### src/rtl/flash_pkg.sv
package flash_pkg;
  typedef enum logic [1:0] {
    OP_NOP   = 2'b00,
    OP_READ  = 2'b01,
    OP_PROG  = 2'b10,
    OP_ERASE = 2'b11
  } flash_op_e;

  typedef enum logic [2:0] {
    ST_IDLE,
    ST_READ,
    ST_LOAD,
    ST_COMMIT,
    ST_ERASE
  } flash_st_e;
endpackage

### src/rtl/flash_ctrl.sv
module flash_ctrl #(
  parameter int BEATS    = 4,
  parameter int PAGES    = 4,
  parameter int NUM_BLKS = 4
) (
  input  logic                        clk,
  input  logic                        rst,
  input  logic                        cmd_valid,
  input  logic [1:0]                  cmd_op,
  input  logic [$clog2(NUM_BLKS)-1:0] cmd_blk,
  input  logic [$clog2(PAGES)-1:0]    cmd_page,
  input  logic                        wr_valid,
  input  logic                        rd_ready,
  output logic                        busy,
  output logic                        done,
  output logic                        wr_ready,
  output logic                        rd_valid,
  output logic                        buf_we,
  output logic [$clog2(BEATS)-1:0]    beat_idx,
  output logic [$clog2(PAGES)-1:0]    page_sel,
  output logic [$clog2(NUM_BLKS)-1:0] blk_sel,
  output logic                        commit,
  output logic                        erase
);
  import flash_pkg::*;

  localparam int BEAT_AW = $clog2(BEATS);
  localparam int PG_AW   = $clog2(PAGES);
  localparam int BLK_AW  = $clog2(NUM_BLKS);

  flash_st_e           state_q;
  logic [BEAT_AW-1:0]  cnt_q;
  logic [PG_AW-1:0]    pg_q;
  logic [BLK_AW-1:0]   blk_q;
  logic                done_q;
  logic                last;
  logic                accept;

  assign last   = (cnt_q == BEAT_AW'(BEATS - 1));
  assign accept = (state_q == ST_IDLE) && cmd_valid && (cmd_op != OP_NOP);

  always_ff @(posedge clk) begin
    if (rst) begin
      state_q <= ST_IDLE;
      cnt_q   <= '0;
      pg_q    <= '0;
      blk_q   <= '0;
      done_q  <= 1'b0;
    end else begin
      done_q <= 1'b0;
      case (state_q)
        ST_IDLE: begin
          if (accept) begin
            blk_q <= cmd_blk;
            pg_q  <= cmd_page;
            cnt_q <= '0;
            case (cmd_op)
              OP_READ: state_q <= ST_READ;
              OP_PROG: state_q <= ST_LOAD;
              default: state_q <= ST_ERASE;
            endcase
          end
        end
        ST_READ: begin
          if (rd_ready) begin
            if (last) begin
              cnt_q   <= '0;
              state_q <= ST_IDLE;
              done_q  <= 1'b1;
            end else begin
              cnt_q <= cnt_q + 1'b1;
            end
          end
        end
        ST_LOAD: begin
          if (wr_valid) begin
            if (last) begin
              cnt_q   <= '0;
              state_q <= ST_COMMIT;
            end else begin
              cnt_q <= cnt_q + 1'b1;
            end
          end
        end
        ST_COMMIT, ST_ERASE: begin
          state_q <= ST_IDLE;
          done_q  <= 1'b1;
        end
        default: state_q <= ST_IDLE;
      endcase
    end
  end

  assign busy     = (state_q != ST_IDLE);
  assign done     = done_q;
  assign rd_valid = (state_q == ST_READ);
  assign wr_ready = (state_q == ST_LOAD);
  assign buf_we   = (state_q == ST_LOAD) && wr_valid;
  assign beat_idx = cnt_q;
  assign page_sel = pg_q;
  assign blk_sel  = blk_q;
  assign commit   = (state_q == ST_COMMIT);
  assign erase    = (state_q == ST_ERASE);
endmodule

### src/rtl/flash_pagebuf.sv
module flash_pagebuf #(
  parameter int BEAT_W = 8,
  parameter int BEATS  = 4
) (
  input  logic                     clk,
  input  logic                     we,
  input  logic [$clog2(BEATS)-1:0] idx,
  input  logic [BEAT_W-1:0]        din,
  output logic [BEAT_W*BEATS-1:0]  page
);
  localparam int BEAT_AW = $clog2(BEATS);

  for (genvar b = 0; b < BEATS; b++) begin : g_beat
    logic [BEAT_W-1:0] slot_q;
    always_ff @(posedge clk) begin
      if (we && idx == BEAT_AW'(b)) slot_q <= din;
    end
    assign page[b*BEAT_W +: BEAT_W] = slot_q;
  end
endmodule

### src/rtl/flash_array.sv
module flash_array #(
  parameter int BEAT_W   = 8,
  parameter int BEATS    = 4,
  parameter int PAGES    = 4,
  parameter int NUM_BLKS = 4
) (
  input  logic                                       clk,
  input  logic                                       rst,
  input  logic [$clog2(NUM_BLKS*PAGES*BEATS)-1:0]    rd_addr,
  output logic [BEAT_W-1:0]                          rd_data,
  input  logic                                       commit,
  input  logic [$clog2(NUM_BLKS*PAGES)-1:0]          commit_page,
  input  logic [BEAT_W*BEATS-1:0]                    commit_data,
  input  logic                                       erase,
  input  logic [$clog2(NUM_BLKS)-1:0]                erase_blk
);
  localparam int DEPTH      = NUM_BLKS * PAGES * BEATS;
  localparam int BLK_BEATS  = PAGES * BEATS;
  localparam int BLK_AW     = $clog2(NUM_BLKS);
  localparam int GPG_AW     = $clog2(NUM_BLKS * PAGES);

  logic [BEAT_W-1:0] mem [DEPTH];

  for (genvar g = 0; g < DEPTH; g++) begin : g_cell
    localparam int MY_BLK  = g / BLK_BEATS;
    localparam int MY_PAGE = g / BEATS;
    localparam int MY_BEAT = g % BEATS;
    always_ff @(posedge clk) begin
      if (rst) begin
        mem[g] <= '1;
      end else if (erase && erase_blk == BLK_AW'(MY_BLK)) begin
        mem[g] <= '1;
      end else if (commit && commit_page == GPG_AW'(MY_PAGE)) begin
        mem[g] <= mem[g] & commit_data[MY_BEAT*BEAT_W +: BEAT_W];
      end
    end
  end

  assign rd_data = mem[rd_addr];
endmodule

### src/rtl/flash_page_store.sv
module flash_page_store #(
  parameter int BEAT_W   = 8,
  parameter int BEATS    = 4,
  parameter int PAGES    = 4,
  parameter int NUM_BLKS = 4
) (
  input  logic                        clk,
  input  logic                        rst,
  input  logic                        cmd_valid,
  input  logic [1:0]                  cmd_op,
  input  logic [$clog2(NUM_BLKS)-1:0] cmd_blk,
  input  logic [$clog2(PAGES)-1:0]    cmd_page,
  output logic                        busy,
  output logic                        done,
  input  logic                        wr_valid,
  output logic                        wr_ready,
  input  logic [BEAT_W-1:0]           wr_data,
  output logic                        rd_valid,
  input  logic                        rd_ready,
  output logic [BEAT_W-1:0]           rd_data
);
  localparam int BEAT_AW = $clog2(BEATS);
  localparam int PG_AW   = $clog2(PAGES);
  localparam int BLK_AW  = $clog2(NUM_BLKS);
  localparam int PAGE_W  = BEAT_W * BEATS;

  logic                buf_we;
  logic [BEAT_AW-1:0]  beat_idx;
  logic [PG_AW-1:0]    page_sel;
  logic [BLK_AW-1:0]   blk_sel;
  logic                commit;
  logic                erase;
  logic [PAGE_W-1:0]   buf_page;

  flash_ctrl #(.BEATS(BEATS), .PAGES(PAGES), .NUM_BLKS(NUM_BLKS)) u_ctrl (
    .clk(clk), .rst(rst),
    .cmd_valid(cmd_valid), .cmd_op(cmd_op), .cmd_blk(cmd_blk), .cmd_page(cmd_page),
    .wr_valid(wr_valid), .rd_ready(rd_ready),
    .busy(busy), .done(done), .wr_ready(wr_ready), .rd_valid(rd_valid),
    .buf_we(buf_we), .beat_idx(beat_idx), .page_sel(page_sel), .blk_sel(blk_sel),
    .commit(commit), .erase(erase)
  );

  flash_pagebuf #(.BEAT_W(BEAT_W), .BEATS(BEATS)) u_buf (
    .clk(clk), .we(buf_we), .idx(beat_idx), .din(wr_data), .page(buf_page)
  );

  flash_array #(.BEAT_W(BEAT_W), .BEATS(BEATS), .PAGES(PAGES), .NUM_BLKS(NUM_BLKS)) u_arr (
    .clk(clk), .rst(rst),
    .rd_addr({blk_sel, page_sel, beat_idx}), .rd_data(rd_data),
    .commit(commit), .commit_page({blk_sel, page_sel}), .commit_data(buf_page),
    .erase(erase), .erase_blk(blk_sel)
  );
endmodule

### config.mk
export PLATFORM = sky130hd
export DESIGN_NAME = flash_page_store
export DESIGN_NICKNAME = d
export VERILOG_FILES = /design/src/rtl/flash_pkg.sv /design/src/rtl/flash_ctrl.sv /design/src/rtl/flash_pagebuf.sv /design/src/rtl/flash_array.sv /design/src/rtl/flash_page_store.sv
export SDC_FILE = /design/constraint.sdc
export NUM_CORES = 1
export LEC_CHECK = 0
export BUFFER_PORTS_ARGS = -buffer_cell sky130_fd_sc_hd__buf_2
export CAP_MARGIN = 20
export CORE_ASPECT_RATIO = 0.7
export CORE_MARGIN = 4
export CORE_UTILIZATION = 60
export CTS_BUF_LIST = sky130_fd_sc_hd__clkbuf_16
export CTS_CLUSTER_DIAMETER = 30
export DETAILED_ROUTE_END_ITERATION = 16
export HOLD_SLACK_MARGIN = 0.08
export PLACE_DENSITY = 0.76
export SETUP_SLACK_MARGIN = 0.05
export SYNTH_ARGS = -nofsm -noshare
export SYNTH_HDL_FRONTEND = slang
export SYNTH_SLANG_ARGS = --single-unit
### constraint.sdc
create_clock -name clk -period 4.3 [get_ports clk]
set_clock_uncertainty 0.05 [all_clocks]
set_input_delay 0.43 -clock clk [delete_from_list [all_inputs] [get_ports clk]]
set_output_delay 0.43 -clock clk [all_outputs]
set_load 0.005 [all_outputs]
==> out/metrics.cfg <==
[outcome]
status = complete, no violations

[timing]
final_max_slew_viol_count = 0
fmax_ghz = 0.251
slew_headroom = 0.201
finalSetupViolCount = 0
finalCriticalPeriod_ns = 3.98
tns_ns = 0
min_period_over_period = 0.927
hold_violations = 0
worst_slew_pin_slew_ns = 1.20
rsz0062_at_grt = false

[synthesis]
ys_seq_area_frac = 0.651
ys_dominant_reg_cell = edfxtp_1
synthDistinctLibCells = 42
syn-num-nets = 1867
syn_area_mm2 = 0.0254
synth-edff-count = 544
ys_async_sr_fraction = 0
synth_seq_cells = 554
netlist_instances = 1841
yosysWarnings = 0
synth.avg_cell_area_um2 = 13.8

[route]
vias_per_cell = 6.92
drtAntennaViolNets = 0
wl_per_cell_um = 28.9
via_count = 17108
dr.pass1.iters = 6
drt_iter0_drc = 2694
drc_errors = 0
drt_wl_total_um = 71400

[power_and_ir_drop]
leakagePower_nw = 8.34
power_density_mw_per_mm2 = 460
ir_worst_vdd_v = 0.000310

[clock_tree]
ctsRootBufferMaster = clkbuf_16
cts_made_buffers = 85
clk_pin_slew_ns = 0.05
h-tree-depth = 3
cts_tree = yes
clock-sinks = 554
worst_skew_pair.late_latency_ns = 0.63
post_cts_resized = 0
clockBufferDepth = 3

[placement]
gp_congestion = 0.818
dp_hpwl_um = 40800
placed_area_mm2 = 0.0262
io_buffer_count = 30

[die]
chipWidth_um = 254
ioPinCount = 31
die_area_mm2 = 0.0458
core_mm2 = 0.0414
rows = 62
initial_core_util = 0.613
die_h_um = 180

[global_routing]
antenna_found_initial = 2
grt-ovfl-total = 0
grt_max_degree = 42
grt_pass1_vias = 17168
globalRouteTotalUtil = 0.315
grt_pass1_wl_um = 108000

[worst_hold_path]
holdPathEnd = u_ctrl.state_q[2]$_SDFFE_PP0P_
hold_start = cmd_op[1]
min_path_cells = 4
hp-class = in2reg

[finish]
finalInstanceArea_mm2 = 0.0292
final_common_cell = edfxtp_1
drive_gt1_frac = 0.200
finalNetCount = 1881
final_cell_mix = 544 x edfxtp_1, 527 x nand2_1, 264 x a21o_1
syn_to_final_growth_pct = 15.0

[setup_path]
critPathMaxFanout = 27
r2r_cells = 5
r2r_start = u_ctrl.state_q[1]$_SDFFE_PP0P_
rrSetupSlack_ns = 1.08
arrival_ns = 3.50
critical_path.startpoint_type = flip-flop
crit_type = reg2out
required_ns = 3.82
cp-end-kind = output port
r2r_end = u_arr.mem[24][0]$_SDFFCE_PN1P_

[flow_run]
maxCapViolations = 0

[final cells by class]
type / instances / area, µm²
Inverter: 7 / 26.3
Timing Repair Buffer: 96 / 818
Multi-Input combinational cell: 1111 / 8280
Clock buffer: 85 / 2130
Sequential cell: 554 / 16500
Tap cell: 544 / 681
Clock inverter: 74 / 732
Antenna cell: 1 / 2.50
Fill cell: 2608 / 12200
[synthesized netlist by cell type, drive strengths merged, types with 2 or more instances]
| cell | count | area share |
|---|---|---|
| o21ai | 3 | 0.00059 |
| ha | 7 | 0.0034 |
| nor3 | 2 | 0.00039 |
| inv | 7 | 0.0010 |
| nand3 | 3 | 0.00059 |
| or4 | 9 | 0.0027 |
| o21bai | 9 | 0.0027 |
| edfxtp | 544 | 0.64 |
| mux2i | 5 | 0.0020 |
| a21oi | 39 | 0.0077 |
| a22oi | 64 | 0.019 |
| and2 | 6 | 0.0015 |
| and3 | 2 | 0.00049 |
| mux4 | 128 | 0.11 |
| nand2 | 529 | 0.078 |
| nor2b | 4 | 0.00098 |
| clkbuf | 151 | 0.022 |
| nor2 | 20 | 0.0030 |
| or3b | 3 | 0.0010 |
| dfxtp | 10 | 0.0079 |
| nor4 | 2 | 0.00049 |
| buf | 18 | 0.0053 |
| a21o | 264 | 0.078 |
| nand2b | 2 | 0.00049 |
[per-stage QoR]
| step | util | power [W] | hold WS, ns | setup WS [ns] | std cells |
|---|---|---|---|---|---|
| floorplan | - | 0.00638 | 0.462 | 1.28 | 1841 |
| global placement | 0.631 | 0.00663 | 0.477 | 1.00 | 2296 |
| CTS | 0.703 | 0.0134 | 0.144 | 0.284 | 2468 |
| finish | 0.705 | 0.0134 | 0.154 | 0.316 | 2472 |
| detailed placement | 0.631 | 0.00664 | 0.484 | 0.951 | 2297 |
| global route | 0.705 | 0.0138 | 0.157 | 0.136 | 2472 |
[what timing repair did]
item                                    in CTS  in global routing
endpoints found under the setup margin       0                  0
hold buffers                                12                  0
buffers inserted                             0                  0
hold endpoints to repair                    36                  0
[cell families (layout without fill, tap and decap cells)]
logic type | count (synthesis) | in the layout | share of synthesized area
simple gates | 586 | 586 | 0.0909
flops | 554 | 554 | 0.651
compound gates | 385 | 385 | 0.110
buf+inv | 176 | 262 | 0.0288
mux | 133 | 133 | 0.116
fa+ha+maj | 7 | 7 | 0.00345
other cells | 0 | 1 | 0
[worst max-delay path by stage]
stage / startpoint / to / slack, ns
4_1_cts: u_ctrl.beat_idx[0]$_SDFFE_PP0P_ / rd_data[3] / 0.28
3_3_place_gp: u_ctrl.beat_idx[0]$_SDFFE_PP0P_ / rd_data[0] / 1.00
5_1_grt: u_ctrl.beat_idx[0]$_SDFFE_PP0P_ / rd_data[7] / 0.14
6_report: u_ctrl.beat_idx[0]$_SDFFE_PP0P_ / rd_data[3] / 0.32
2_1_floorplan: u_ctrl.state_q[1]$_SDFFE_PP0P_ / u_arr.mem[0][0]$_SDFFCE_PN1P_ / 1.28
3_5_place_dp: u_ctrl.beat_idx[0]$_SDFFE_PP0P_ / rd_data[3] / 0.95
[report_power, final]
part | total [W] | switching, W | leakage [nW] | internal, W
logic | 0.000599 | 0.000415 | 3.10 | 0.000184
registers | 0.00597 | 0.0000369 | 3.86 | 0.00593
clock network | 0.00685 | 0.00285 | 1.39 | 0.00400
[flip-flops by register name (all words and copies together), names as in the netlist]
register             cells
u_ctrl.state_q           3
u_ctrl.blk_sel           2
u_ctrl.done              1
u_buf.g_beat.slot_q     32
u_ctrl.beat_idx          2
u_arr.mem              512
u_ctrl.page_sel          2
[critical path: stages (launching register included)]
cell and delay, ns:
dfxtp_4 0.72, buf_12 0.27, buf_4 0.23, mux4_2 0.52, a22oi_1 0.25, a21oi_1 0.10, or4_1 0.60, buf_2 0.16
[routing by layer]
metal	global-route usage	up-vias	part of all wire
met5	0	-	0.00017
met4	0.103	2	0.032
met3	0.115	175	0.14
met2	0.464	1345	0.45
met1	0.443	8639	0.37
li1	-	6947	-
Note: power is estimated with default switching activity, not from simulation.
